==> config.mk <==
export PLATFORM = sky130hd
export DESIGN_NAME = simd_core
export DESIGN_NICKNAME = d
export VERILOG_FILES = /design/src/rtl/simd_core_pkg.sv /design/src/rtl/simd_decoder.sv /design/src/rtl/simd_lane.sv /design/src/rtl/simd_core.sv
export SDC_FILE = /design/constraint.sdc
export NUM_CORES = 2
export LEC_CHECK = 0
export ABC_CLOCK_PERIOD_IN_PS = 27000
export BUFFER_PORTS_ARGS = -buffer_cell sky130_fd_sc_hd__buf_2
export CORE_UTILIZATION = 50
export DETAILED_ROUTE_END_ITERATION = 8
export MAX_ROUTING_LAYER = met4
export PLACE_DENSITY = 0.67
export SKIP_LAST_GASP = 1
export SLEW_MARGIN = 30
export SYNTH_ARGS = -nofsm -noshare
export SYNTH_HDL_FRONTEND = slang
export SYNTH_HIERARCHICAL = 1
export SYNTH_SLANG_ARGS = --single-unit
==> constraint.sdc <==
create_clock -name clk -period 27 [get_ports clk]
set_input_delay 1.35 -clock clk [delete_from_list [all_inputs] [get_ports clk]]
set_output_delay 1.35 -clock clk [all_outputs]
set_load 0.05 [all_outputs]
==> src/rtl/simd_core_pkg.sv <==
package simd_core_pkg;

  typedef enum logic [3:0] {
    OP_NOP   = 4'd0,
    OP_BR    = 4'd1,
    OP_CMP   = 4'd2,
    OP_ADD   = 4'd3,
    OP_SUB   = 4'd4,
    OP_MUL   = 4'd5,
    OP_DIV   = 4'd6,
    OP_LDR   = 4'd7,
    OP_STR   = 4'd8,
    OP_CONST = 4'd9,
    OP_RET   = 4'd15
  } opcode_e;

  typedef enum logic [2:0] {
    S_IDLE,
    S_FETCH,
    S_DECODE,
    S_REQUEST,
    S_WAIT,
    S_EXECUTE,
    S_UPDATE
  } core_state_e;

  typedef enum logic [2:0] {
    WB_ADD,
    WB_SUB,
    WB_MUL,
    WB_DIV,
    WB_IMM,
    WB_LOAD
  } wb_sel_e;

  localparam int          INSTR_W     = 16;
  localparam int          NUM_REGS    = 16;
  localparam logic [3:0]  REG_BLK_IDX = 4'd13;
  localparam logic [3:0]  REG_BLK_DIM = 4'd14;
  localparam logic [3:0]  REG_THREAD  = 4'd15;

  typedef struct packed {
    logic [3:0] rd;
    logic [3:0] rs;
    logic [3:0] rt;
    logic [7:0] imm;
    logic       wr_reg;
    logic       use_mem;
    logic       mem_wr;
    logic       is_cmp;
    wb_sel_e    wb;
  } lane_ctrl_t;

  typedef struct packed {
    lane_ctrl_t lane;
    logic [2:0] nzp_mask;
    logic [7:0] target;
    logic       is_branch;
    logic       is_ret;
  } core_ctrl_t;

endpackage

==> src/rtl/simd_decoder.sv <==
module simd_decoder
  import simd_core_pkg::*;
(
  input  logic [INSTR_W-1:0] instr,
  output core_ctrl_t         ctrl
);

  always_comb begin
    ctrl          = '0;
    ctrl.lane.rd  = instr[11:8];
    ctrl.lane.rs  = instr[7:4];
    ctrl.lane.rt  = instr[3:0];
    ctrl.lane.imm = instr[7:0];
    ctrl.nzp_mask = instr[11:9];
    ctrl.target   = instr[7:0];
    case (opcode_e'(instr[15:12]))
      OP_BR:    ctrl.is_branch = 1'b1;
      OP_CMP:   ctrl.lane.is_cmp = 1'b1;
      OP_ADD:   begin ctrl.lane.wr_reg = 1'b1; ctrl.lane.wb = WB_ADD; end
      OP_SUB:   begin ctrl.lane.wr_reg = 1'b1; ctrl.lane.wb = WB_SUB; end
      OP_MUL:   begin ctrl.lane.wr_reg = 1'b1; ctrl.lane.wb = WB_MUL; end
      OP_DIV:   begin ctrl.lane.wr_reg = 1'b1; ctrl.lane.wb = WB_DIV; end
      OP_CONST: begin ctrl.lane.wr_reg = 1'b1; ctrl.lane.wb = WB_IMM; end
      OP_LDR: begin
        ctrl.lane.wr_reg  = 1'b1;
        ctrl.lane.use_mem = 1'b1;
        ctrl.lane.wb      = WB_LOAD;
      end
      OP_STR: begin
        ctrl.lane.use_mem = 1'b1;
        ctrl.lane.mem_wr  = 1'b1;
      end
      OP_RET:   ctrl.is_ret = 1'b1;
      default:  ;
    endcase
  end

endmodule

==> src/rtl/simd_lane.sv <==
module simd_lane
  import simd_core_pkg::*;
#(
  parameter int DATA_W  = 8,
  parameter int LANE_ID = 0
) (
  input  logic              clk,
  input  logic              rst,
  input  logic              active,
  input  logic              issue,
  input  logic              commit,
  input  lane_ctrl_t        ctrl,
  input  logic [DATA_W-1:0] block_idx,
  input  logic [DATA_W-1:0] block_dim,
  output logic [2:0]        nzp,
  output logic              req_valid,
  output logic              req_we,
  output logic [DATA_W-1:0] req_addr,
  output logic [DATA_W-1:0] req_wdata,
  input  logic              rsp_ready,
  input  logic [DATA_W-1:0] rsp_rdata
);

  logic [DATA_W-1:0] rf [NUM_REGS];
  logic [DATA_W-1:0] rs_val, rt_val, wb_val, load_q;
  logic              lt, eq;

  // read ports: the top three indices are identity values, not storage
  always_comb begin
    case (ctrl.rs)
      REG_BLK_IDX: rs_val = block_idx;
      REG_BLK_DIM: rs_val = block_dim;
      REG_THREAD:  rs_val = DATA_W'(LANE_ID);
      default:     rs_val = rf[ctrl.rs];
    endcase
    case (ctrl.rt)
      REG_BLK_IDX: rt_val = block_idx;
      REG_BLK_DIM: rt_val = block_dim;
      REG_THREAD:  rt_val = DATA_W'(LANE_ID);
      default:     rt_val = rf[ctrl.rt];
    endcase
  end

  always_comb begin
    case (ctrl.wb)
      WB_ADD:  wb_val = rs_val + rt_val;
      WB_SUB:  wb_val = rs_val - rt_val;
      WB_MUL:  wb_val = rs_val * rt_val;
      WB_DIV:  wb_val = (rt_val == '0) ? '0 : rs_val / rt_val;
      WB_IMM:  wb_val = DATA_W'(ctrl.imm);
      WB_LOAD: wb_val = load_q;
      default: wb_val = '0;
    endcase
  end

  // register file: one write port, no reset, so it maps onto LUT RAM
  always_ff @(posedge clk) begin
    if (commit && active && ctrl.wr_reg && (ctrl.rd < REG_BLK_IDX))
      rf[ctrl.rd] <= wb_val;
  end

  assign lt = $signed(rs_val) < $signed(rt_val);
  assign eq = (rs_val == rt_val);

  always_ff @(posedge clk) begin
    if (rst) begin
      nzp <= 3'b000;
    end else if (commit && active && ctrl.is_cmp) begin
      nzp <= {lt, eq, !lt && !eq};
    end
  end

  // load/store sequencing: issue in REQUEST, hold until ready
  always_ff @(posedge clk) begin
    if (rst) begin
      req_valid <= 1'b0;
      req_we    <= 1'b0;
      req_addr  <= '0;
      req_wdata <= '0;
      load_q    <= '0;
    end else if (issue && active && ctrl.use_mem) begin
      req_valid <= 1'b1;
      req_we    <= ctrl.mem_wr;
      req_addr  <= rs_val;
      req_wdata <= rt_val;
    end else if (req_valid && rsp_ready) begin
      req_valid <= 1'b0;
      if (!req_we) load_q <= rsp_rdata;
    end
  end

  a_r3_cmp_onehot: assert property (@(posedge clk) disable iff (rst)
    (commit && active && ctrl.is_cmp) |=> ($countones(nzp) == 1));

  a_r7_req_held: assert property (@(posedge clk) disable iff (rst)
    (req_valid && !rsp_ready) |=> (req_valid && $stable(req_addr) && $stable(req_we) && $stable(req_wdata)));

  a_r8_idle_lane_quiet: assert property (@(posedge clk) disable iff (rst)
    !active |-> !req_valid);

endmodule

==> src/rtl/simd_core.sv <==
module simd_core
  import simd_core_pkg::*;
#(
  parameter int NUM_LANES = 4,
  parameter int DATA_W    = 8,
  parameter int PC_W      = 8,
  localparam int CNT_W    = $clog2(NUM_LANES + 1)
) (
  input  logic                        clk,
  input  logic                        rst,
  input  logic                        start,
  input  logic [CNT_W-1:0]            thread_count,
  input  logic [DATA_W-1:0]           block_idx,
  input  logic [DATA_W-1:0]           block_dim,
  output logic [PC_W-1:0]             imem_addr,
  input  logic [INSTR_W-1:0]          imem_data,
  output logic [NUM_LANES-1:0]        mem_req_valid,
  output logic [NUM_LANES-1:0]        mem_req_we,
  output logic [NUM_LANES*DATA_W-1:0] mem_req_addr,
  output logic [NUM_LANES*DATA_W-1:0] mem_req_wdata,
  input  logic [NUM_LANES-1:0]        mem_rsp_ready,
  input  logic [NUM_LANES*DATA_W-1:0] mem_rsp_rdata,
  output logic                        done
);

  core_state_e          state_q;
  logic [PC_W-1:0]      pc_q;
  logic [INSTR_W-1:0]   instr_q;
  core_ctrl_t           ctrl_d, ctrl_q;
  logic [CNT_W-1:0]     tc_q;
  logic                 done_q;
  logic [NUM_LANES*3-1:0] lane_nzp;
  logic                 take_branch;

  simd_decoder u_dec (
    .instr (instr_q),
    .ctrl  (ctrl_d)
  );

  // branch decisions follow lane 0's flags only
  assign take_branch = ctrl_q.is_branch && ((ctrl_q.nzp_mask & lane_nzp[2:0]) != 3'b000);

  always_ff @(posedge clk) begin
    if (rst) begin
      state_q <= S_IDLE;
      pc_q    <= '0;
      instr_q <= '0;
      ctrl_q  <= '0;
      tc_q    <= '0;
      done_q  <= 1'b0;
    end else begin
      case (state_q)
        S_IDLE: if (start) begin
          pc_q    <= '0;
          done_q  <= 1'b0;
          tc_q    <= thread_count;
          state_q <= S_FETCH;
        end
        S_FETCH: begin
          instr_q <= imem_data;
          state_q <= S_DECODE;
        end
        S_DECODE: begin
          ctrl_q  <= ctrl_d;
          state_q <= S_REQUEST;
        end
        S_REQUEST: state_q <= S_WAIT;
        S_WAIT:    if (mem_req_valid == '0) state_q <= S_EXECUTE;
        S_EXECUTE: state_q <= S_UPDATE;
        S_UPDATE: begin
          if (ctrl_q.is_ret) begin
            done_q  <= 1'b1;
            state_q <= S_IDLE;
          end else begin
            pc_q    <= take_branch ? PC_W'(ctrl_q.target) : pc_q + PC_W'(1);
            state_q <= S_FETCH;
          end
        end
        default: state_q <= S_IDLE;
      endcase
    end
  end

  assign imem_addr = pc_q;
  assign done      = done_q;

  for (genvar i = 0; i < NUM_LANES; i++) begin : g_lane
    simd_lane #(
      .DATA_W  (DATA_W),
      .LANE_ID (i)
    ) u_lane (
      .clk       (clk),
      .rst       (rst),
      .active    (tc_q > CNT_W'(i)),
      .issue     (state_q == S_REQUEST),
      .commit    (state_q == S_EXECUTE),
      .ctrl      (ctrl_q.lane),
      .block_idx (block_idx),
      .block_dim (block_dim),
      .nzp       (lane_nzp[i*3 +: 3]),
      .req_valid (mem_req_valid[i]),
      .req_we    (mem_req_we[i]),
      .req_addr  (mem_req_addr[i*DATA_W +: DATA_W]),
      .req_wdata (mem_req_wdata[i*DATA_W +: DATA_W]),
      .rsp_ready (mem_rsp_ready[i]),
      .rsp_rdata (mem_rsp_rdata[i*DATA_W +: DATA_W])
    );

    a_r3_flags_legal: assert property (@(posedge clk) disable iff (rst)
      $onehot0(lane_nzp[i*3 +: 3]));
  end

  a_r1_idle_no_req: assert property (@(posedge clk) disable iff (rst)
    (state_q == S_IDLE) |-> (mem_req_valid == '0));

  a_r8_exec_after_drain: assert property (@(posedge clk) disable iff (rst)
    (state_q == S_EXECUTE) |-> (mem_req_valid == '0));

  a_r2_pc_step: assert property (@(posedge clk) disable iff (rst)
    (state_q == S_UPDATE && !ctrl_q.is_branch && !ctrl_q.is_ret) |=> (pc_q == $past(pc_q) + PC_W'(1)));

  a_r10_halt_hold: assert property (@(posedge clk) disable iff (rst)
    (done_q && !start) |=> (done_q && $stable(pc_q)));

endmodule

Word level (Yosys, flattened, before mapping)
Memories as Yosys holds them, arrays and structs flattened. A register that Yosys moved wholly into a read port is not among the register bits.
Index checks and enable logic that the tools add are counted.
W data, S select, Z words.
{ "word_totals": {"out_inout_bits": 81, "ram_bits": 512, "regBits": 170, "elab_cells": 224, "memories": 4} }
{ "memory_table": {"columns": ["name", "words", "word_bits", "rd", "rd_ports_with_merged_regs", "write_ports", "line", "text"], "rows": [
  ["g_lane[0].u_lane.rf", 16, 8, 2, 2, 1, "simd_lane.sv:24", "logic [DATA_W-1:0] rf [NUM_REGS];"],
  ["g_lane[1].u_lane.rf", 16, 8, 2, 2, 1, "simd_lane.sv:24", null],
  ["g_lane[2].u_lane.rf", 16, 8, 2, 2, 1, "simd_lane.sv:24", null],
  ["g_lane[3].u_lane.rf", 16, 8, 2, 2, 1, "simd_lane.sv:24", null]
]} }
{ "op_classes": {"add_sub_neg": 9, "bitwise_logic": 9, "n_mul": 4, "reduce_logical": 52, "order_cmp": 6, "eq_ne": 32, "muxes": 66, "div_mod_pow": 4} }
{ "ops": {"columns": ["cell", "n"], "rows": [
  ["$pmux W8 S3", 8],
  ["$pmux W8 S6", 4],
  ["$mux W4", 16],
  ["$mux W8", 7],
  ["$eq A4 B4 Y1 const B", 9],
  ["$add A8 B8 Y8", 4],
  ["$div A8 B8 Y8", 4],
  ["$logic_not A8 Y1", 4],
  ["$mul A8 B8 Y8", 4],
  ["$sub A8 B8 Y8", 4],
  ["$logic_and A1 B1 Y1", 27],
  ["$mux W1", 25],
  ["$pmux W3 S7", 1],
  ["$reduce_and A3 Y1", 6],
  ["$eq A4 B3 Y1 const B", 4],
  ["$pmux W8 S2", 1],
  ["$eq A3 B3 Y1 const B", 5],
  ["$pmux W3 S5", 1],
  ["$eq A3 B2 Y1 const B", 4],
  ["$reduce_bool A2 Y1", 5],
  ["$add A8 B1 Y8 const B", 1],
  ["$eq A4 B2 Y1 const B", 2],
  ["$eq A8 B8 Y1", 1],
  ["$lt A8 B8 Y1", 1],
  ["other kinds (17)", 34]
]} }

Longest topological paths before layout
{ "depth": {"word_depth": 6, "depth_mapped": 71, "ltp_nobuf": 66} }

Hierarchy
The synthesis kept the hierarchy.
{ "by_module_without_submodules": {"columns": ["module", "instances", "cells_each", "area_each_um2"], "rows": [
  ["simd_lane (g_lane[1].u_lane)", 1, 924, 9958.3],
  ["simd_lane (g_lane[2].u_lane)", 1, 910, 9761.9],
  ["simd_lane (g_lane[0].u_lane)", 1, 874, 9726.8],
  ["simd_lane (g_lane[3].u_lane)", 1, 886, 9699.3],
  ["simd_core", 1, 345, 2813.9],
  ["simd_decoder", 1, 50, 364.1]
]} }

Least setup slack after synthesis
OpenSTA, ideal clock, no wires.
{ "synth_timing": {"path_type": "in2reg", "start": "input block_dim[1]", "end": "memory g_lane[1].u_lane.rf[0][0] (data pin)", "arrival_time_ns": 13.467, "path_slack_ns": 13.174, "required_ns": 26.640, "path_stages": 59, "cell_sequence": "mux2_2 > a221o_1 > a21boi_0 > or2_1 > clkbuf_1 > inv_1 > nor2_1 > a21boi_0 > ha_1 > or4b_2 > and3_1 > o21ai_1 > o21ai_1 > ha_1 > o21ai_0 > nand2b_1 > and2_1 > nand2_1 > (+23 left out) > ha_1 > o21a_1 > o21ai_0 > a21oi_1 > o21a_1 > o21ai_0 > a21oi_1 > clkbuf_1 > mux2_2 > ha_1 > o21a_1 > o21a_1 > o21a_1 > o21a_1 > o21a_1 > o21a_1 > o21ai_0 > o221ai_1"} }
{ "synth_between": {"elab_chain_len": 4} }
{ "synth_lines": {"columns": ["element", "line", "text"], "rows": [
  ["start: declaration", "simd_core.sv:14", "input logic [DATA_W-1:0] block_dim,"],
  ["$pmux W8 S3 (*)", "simd_lane.sv:36", "case (ctrl.rt)"],
  ["via g_lane[1].u_lane.rt_val[1]", "simd_lane.sv:25", "logic [DATA_W-1:0] rs_val, rt_val, wb_val, load_q;"],
  ["$div A8 B8 Y8 or $logic_not A8 Y1 (tied branches)", "simd_lane.sv:49", "WB_DIV: wb_val = (rt_val == '0) ? '0 : rs_val / rt_val;"],
  ["$mux W8 (*)", "simd_lane.sv:49", null],
  ["$pmux W8 S6 (*)", "simd_lane.sv:45", "case (ctrl.wb)"],
  ["via g_lane[1].u_lane.wb_val[0]", "simd_lane.sv:25", null],
  ["end: declaration", "simd_lane.sv:24", null]
]} }
Mark *: on every way through the listed nets, which the timed path passes. The rest lies on a longest branch.

Worst setup path in the final report
{ "layout_timing": {"start": "register ctrl_q[29] (netlist name)", "end": "memory g_lane[3].u_lane.rf[7][0] (data pin)"} }
{ "layout_between": {"elab_chain_len": 5} }
{ "layout_lines": {"columns": ["element", "line", "text"], "rows": [
  ["start: declaration", "simd_core.sv:29", "core_ctrl_t ctrl_d, ctrl_q;"],
  ["start signal: assignment", "simd_core.sv:64", "ctrl_q <= ctrl_d;"],
  ["$eq A4 B4 Y1", "simd_lane.sv:36", null],
  ["$pmux W8 S3 (*)", "simd_lane.sv:36", null],
  ["via g_lane[3].u_lane.rt_val[4]", "simd_lane.sv:25", null],
  ["$div A8 B8 Y8 or $logic_not A8 Y1 (tied branches)", "simd_lane.sv:49", null],
  ["$mux W8 (*)", "simd_lane.sv:49", null],
  ["$pmux W8 S6 (*)", "simd_lane.sv:45", null],
  ["via g_lane[3].u_lane.wb_val[0]", "simd_lane.sv:25", null],
  ["end: declaration", "simd_lane.sv:24", null]
]} }
Marks and branches as above.

==> out/summary.md <==
The post-route DRC violation count came out at 0. The tools report the floorplan die area as 85000 um^2. The tools report the kind of start point of the critical path as a flip-flop. In this run the worst path has a maximum fanout of 68. STA puts the critical path data required time at 27.36 ns. The total congestion overflow after global routing was 0.

Setup repair after global routing left no endpoint under its margin. Leakage component of the power: 16.8 nW. The routed layout has 32700 vias.

Detailed routing placed a total of 58.8 mm of wire on met2. The critical path's largest stage delay was 0.80 ns. The worst path needs 16.07 ns of the cycle, external delays included. In this run the vertical extent of the chip is 291 um. The run gives 0 as the hold buffer count at cts.

The startpoint identified for the worst hold timing path is g_lane[0].u_lane/req_wdata[7]. The library cell used as clock root buffer is clkbuf_16. Dividing the detail-routed wire length by the instance count gives 25.2 um.

The tools report the launching point of the worst reg2reg path as ctrl_q[29]. The logs give 31400 for the via count of the first global-routing pass and 62.2 MHz for the maximum achievable frequency. For the post-detailed-placement half-perimeter wirelength, the log shows 90.5 mm.

Final clock skew: 0.0290 ns. The post-route worst setup slack is 10.93 ns. The synthesized netlist cell count was 3936; the pin count of the biggest net entering global routing was 109. Timing analysis after detailed placement gives a worst setup slack of 10.76 ns.

The hold violation total from the final report came out at 0. The logs give 14.0 mm for the detailed route wirelength on metal3 and 16.42 ns for the signal arrival time at the worst endpoint. For the synthesis warning total, the log shows 6.

The die extent in x was 291 um; the number of top-level pins was 155. The floorplan has 105 rows. Setup total negative slack on the finished layout was measured at 0 ns. During placement, the flow inserted port buffers numbering 154. The classification of the worst setup path is reg2reg. The slew at the pin with the worst max-slew slack was 1.05 ns; the global-route wire length before repair was 194 mm. Across the VDD grid, the largest voltage drop is 48.0 uV. In this run the power density over the cells is 52.0 nW/um^2.

The count of nets left with antenna violations once routing finished came out at 0. The register clock-pin slew on the reported worst setup and hold paths was 0.06 ns. The detailed router's first-iteration violation count was 3805; the count of final max-slew check failures was 0. The fraction of the cycle the final worst path needs works out to 0.595. The critical path's slowest cell was buf_4.

The detailed router put a total of 52.9 mm of wire on met1. The run gives 67 as the total CTS buffers. The number of gates resized after CTS was 0.

Routed signal wires occupy layers up through met4. The run finished with clean final reports. CTS built an H-tree with a depth of 3. The run gives 7060 as the filler cell count in the final layout. The clock passes through at most 3 buffers. Total buffers and inverters traversed by the critical path: 3. The area growth from synthesis to layout is 9.22%. The number of antenna violations at the first check in global routing was 5.

The wire length after detailed routing is 129 mm, and the sink count of the clock tree is 599. The logs give 0.62 ns for the clock network latency to the later pin of the worst-skew pair and 0 for the count of final setup violators. Critical path's top delay family: compound AO/OA/AOI/OAI gates. The reported max-cap violation count is 0. Using the TritonRoute via totals, the vias-per-cell ratio works out to 6.35. The proportion of layout cells with a drive suffix above 1 was 0.173. STA classifies the critical path endpoint as a flip-flop.

The most frequent cell on the critical path was o21a_1. The core region is 82500 um^2. The per-instance average area after synthesis came out at 10.6 um^2. The min-delay analysis places its worst path in the category reg2reg. Across all register-to-register paths, the minimum setup slack is 10.93 ns. The tools report the starting utilization of the core area as 0.508. The first TritonRoute pass finished after 6 iterations. The tools report the total setup buffers inserted after CTS as 0. Tracing the worst setup path back leads to its startpoint at ctrl_q[29]. The total global-route track usage was 0.310.

At the end of the flow, the number of nets in the layout was 4422. The run gives 41900 um^2 as the post-synth design cell area. Final weighted congestion of routability-driven global placement: 0.941.

The worst slew slack as a fraction of its limit came out at 0.302. TritonCTS built the clock tree.
[report_power, final]
part | total [mW] | switching [mW] | leakage [nW] | internal, mW
combinational | 0.428 | 0.256 | 10.5 | 0.172
sequential | 1.02 | 0.0118 | 5.23 | 1.01
clock | 0.931 | 0.383 | 1.10 | 0.548
[stage by stage]
stage | area, um^2 | utilization | power [mW] | instances | hold slack, ns
after global routing | 45800 | 0.555 | 2.46 | 5143 | 0.481
after global placement | 43400 | 0.526 | 1.45 | 5015 | 0.441
after floorplan | 41900 | - | 1.34 | 3938 | 0.433
after detailed placement | 43400 | 0.527 | 1.46 | 5015 | 0.445
final | 45800 | 0.555 | 2.38 | 5145 | 0.450
after CTS | 45700 | 0.554 | 2.38 | 5137 | 0.452
[state kept, by name, summed over array words and instances (netlist names), 4 cells and up]
signal / cells
ctrl_q: 40
g_lane.u_lane/load_q: 32
g_lane.u_lane/req_addr: 32
g_lane.u_lane/req_valid: 4
g_lane.u_lane/req_wdata: 32
g_lane.u_lane/req_we: 4
g_lane.u_lane/rf: 421
imem_addr: 8
instr_q: 16
[worst reg2reg max path, delay by kind of cell, from the launching register on]
kind                       cells  cell delay (ns)
muxes                          2             0.80
buffers and inverters          3             1.15
AOI/OAI and AO/OA             36             7.74
DFF                            1             0.68
adders and majority gates      7             2.12
and+or+nand+nor               13             3.31
[per-layer routing]
metal,global-route usage,vias to the layer above
met1,0.412,16100
met4,0.101,0
met3,0.0693,230
li1,-,14700
met5,-,-
met2,0.469,1673
[cell usage in the layout, fill, tap and decap left out, drive strengths merged, types with 22 or more instances in the layout]
master	count
a22oi	36
a31oi	22
nand2b	69
o21a	68
or3	29
nor2	328
fa	56
a21oi	259
mux2i	187
nand3	38
nor2b	66
dfxtp	178
mux4	168
o21bai	23
a21o	46
inv	252
buf	232
a211oi	35
xnor2	78
clkbuf	91
and2	24
edfxtp	421
mux2	76
nor3	81
o21ai	177
xor2	32
nand3b	23
nand2	353
ha	277
[final cells by class]
type | instances | area [um^2] | share of cell area
multi-input cells | 2868 | 23600 | 0.516
flip-flops and latches | 599 | 16200 | 0.355
clock buffers | 90 | 1910 | 0.0417
repair buffers | 233 | 1380 | 0.0302
well taps | 1070 | 1340 | 0.0293
inverters | 246 | 926 | 0.0202
clock inverters | 32 | 320 | 0.00700
diodes | 7 | 17.5 | 0.000383
[worst paths after layout]
check	endpoint	depth (start not counted)
max	g_lane[3].u_lane/rf[7][0]	61
min	g_lane[0].u_lane/req_wdata[7]	2
max reg2reg	g_lane[3].u_lane/rf[7][0]	61
min reg2reg	g_lane[0].u_lane/req_wdata[7]	2
Note: power is estimated with default switching activity, not from simulation.
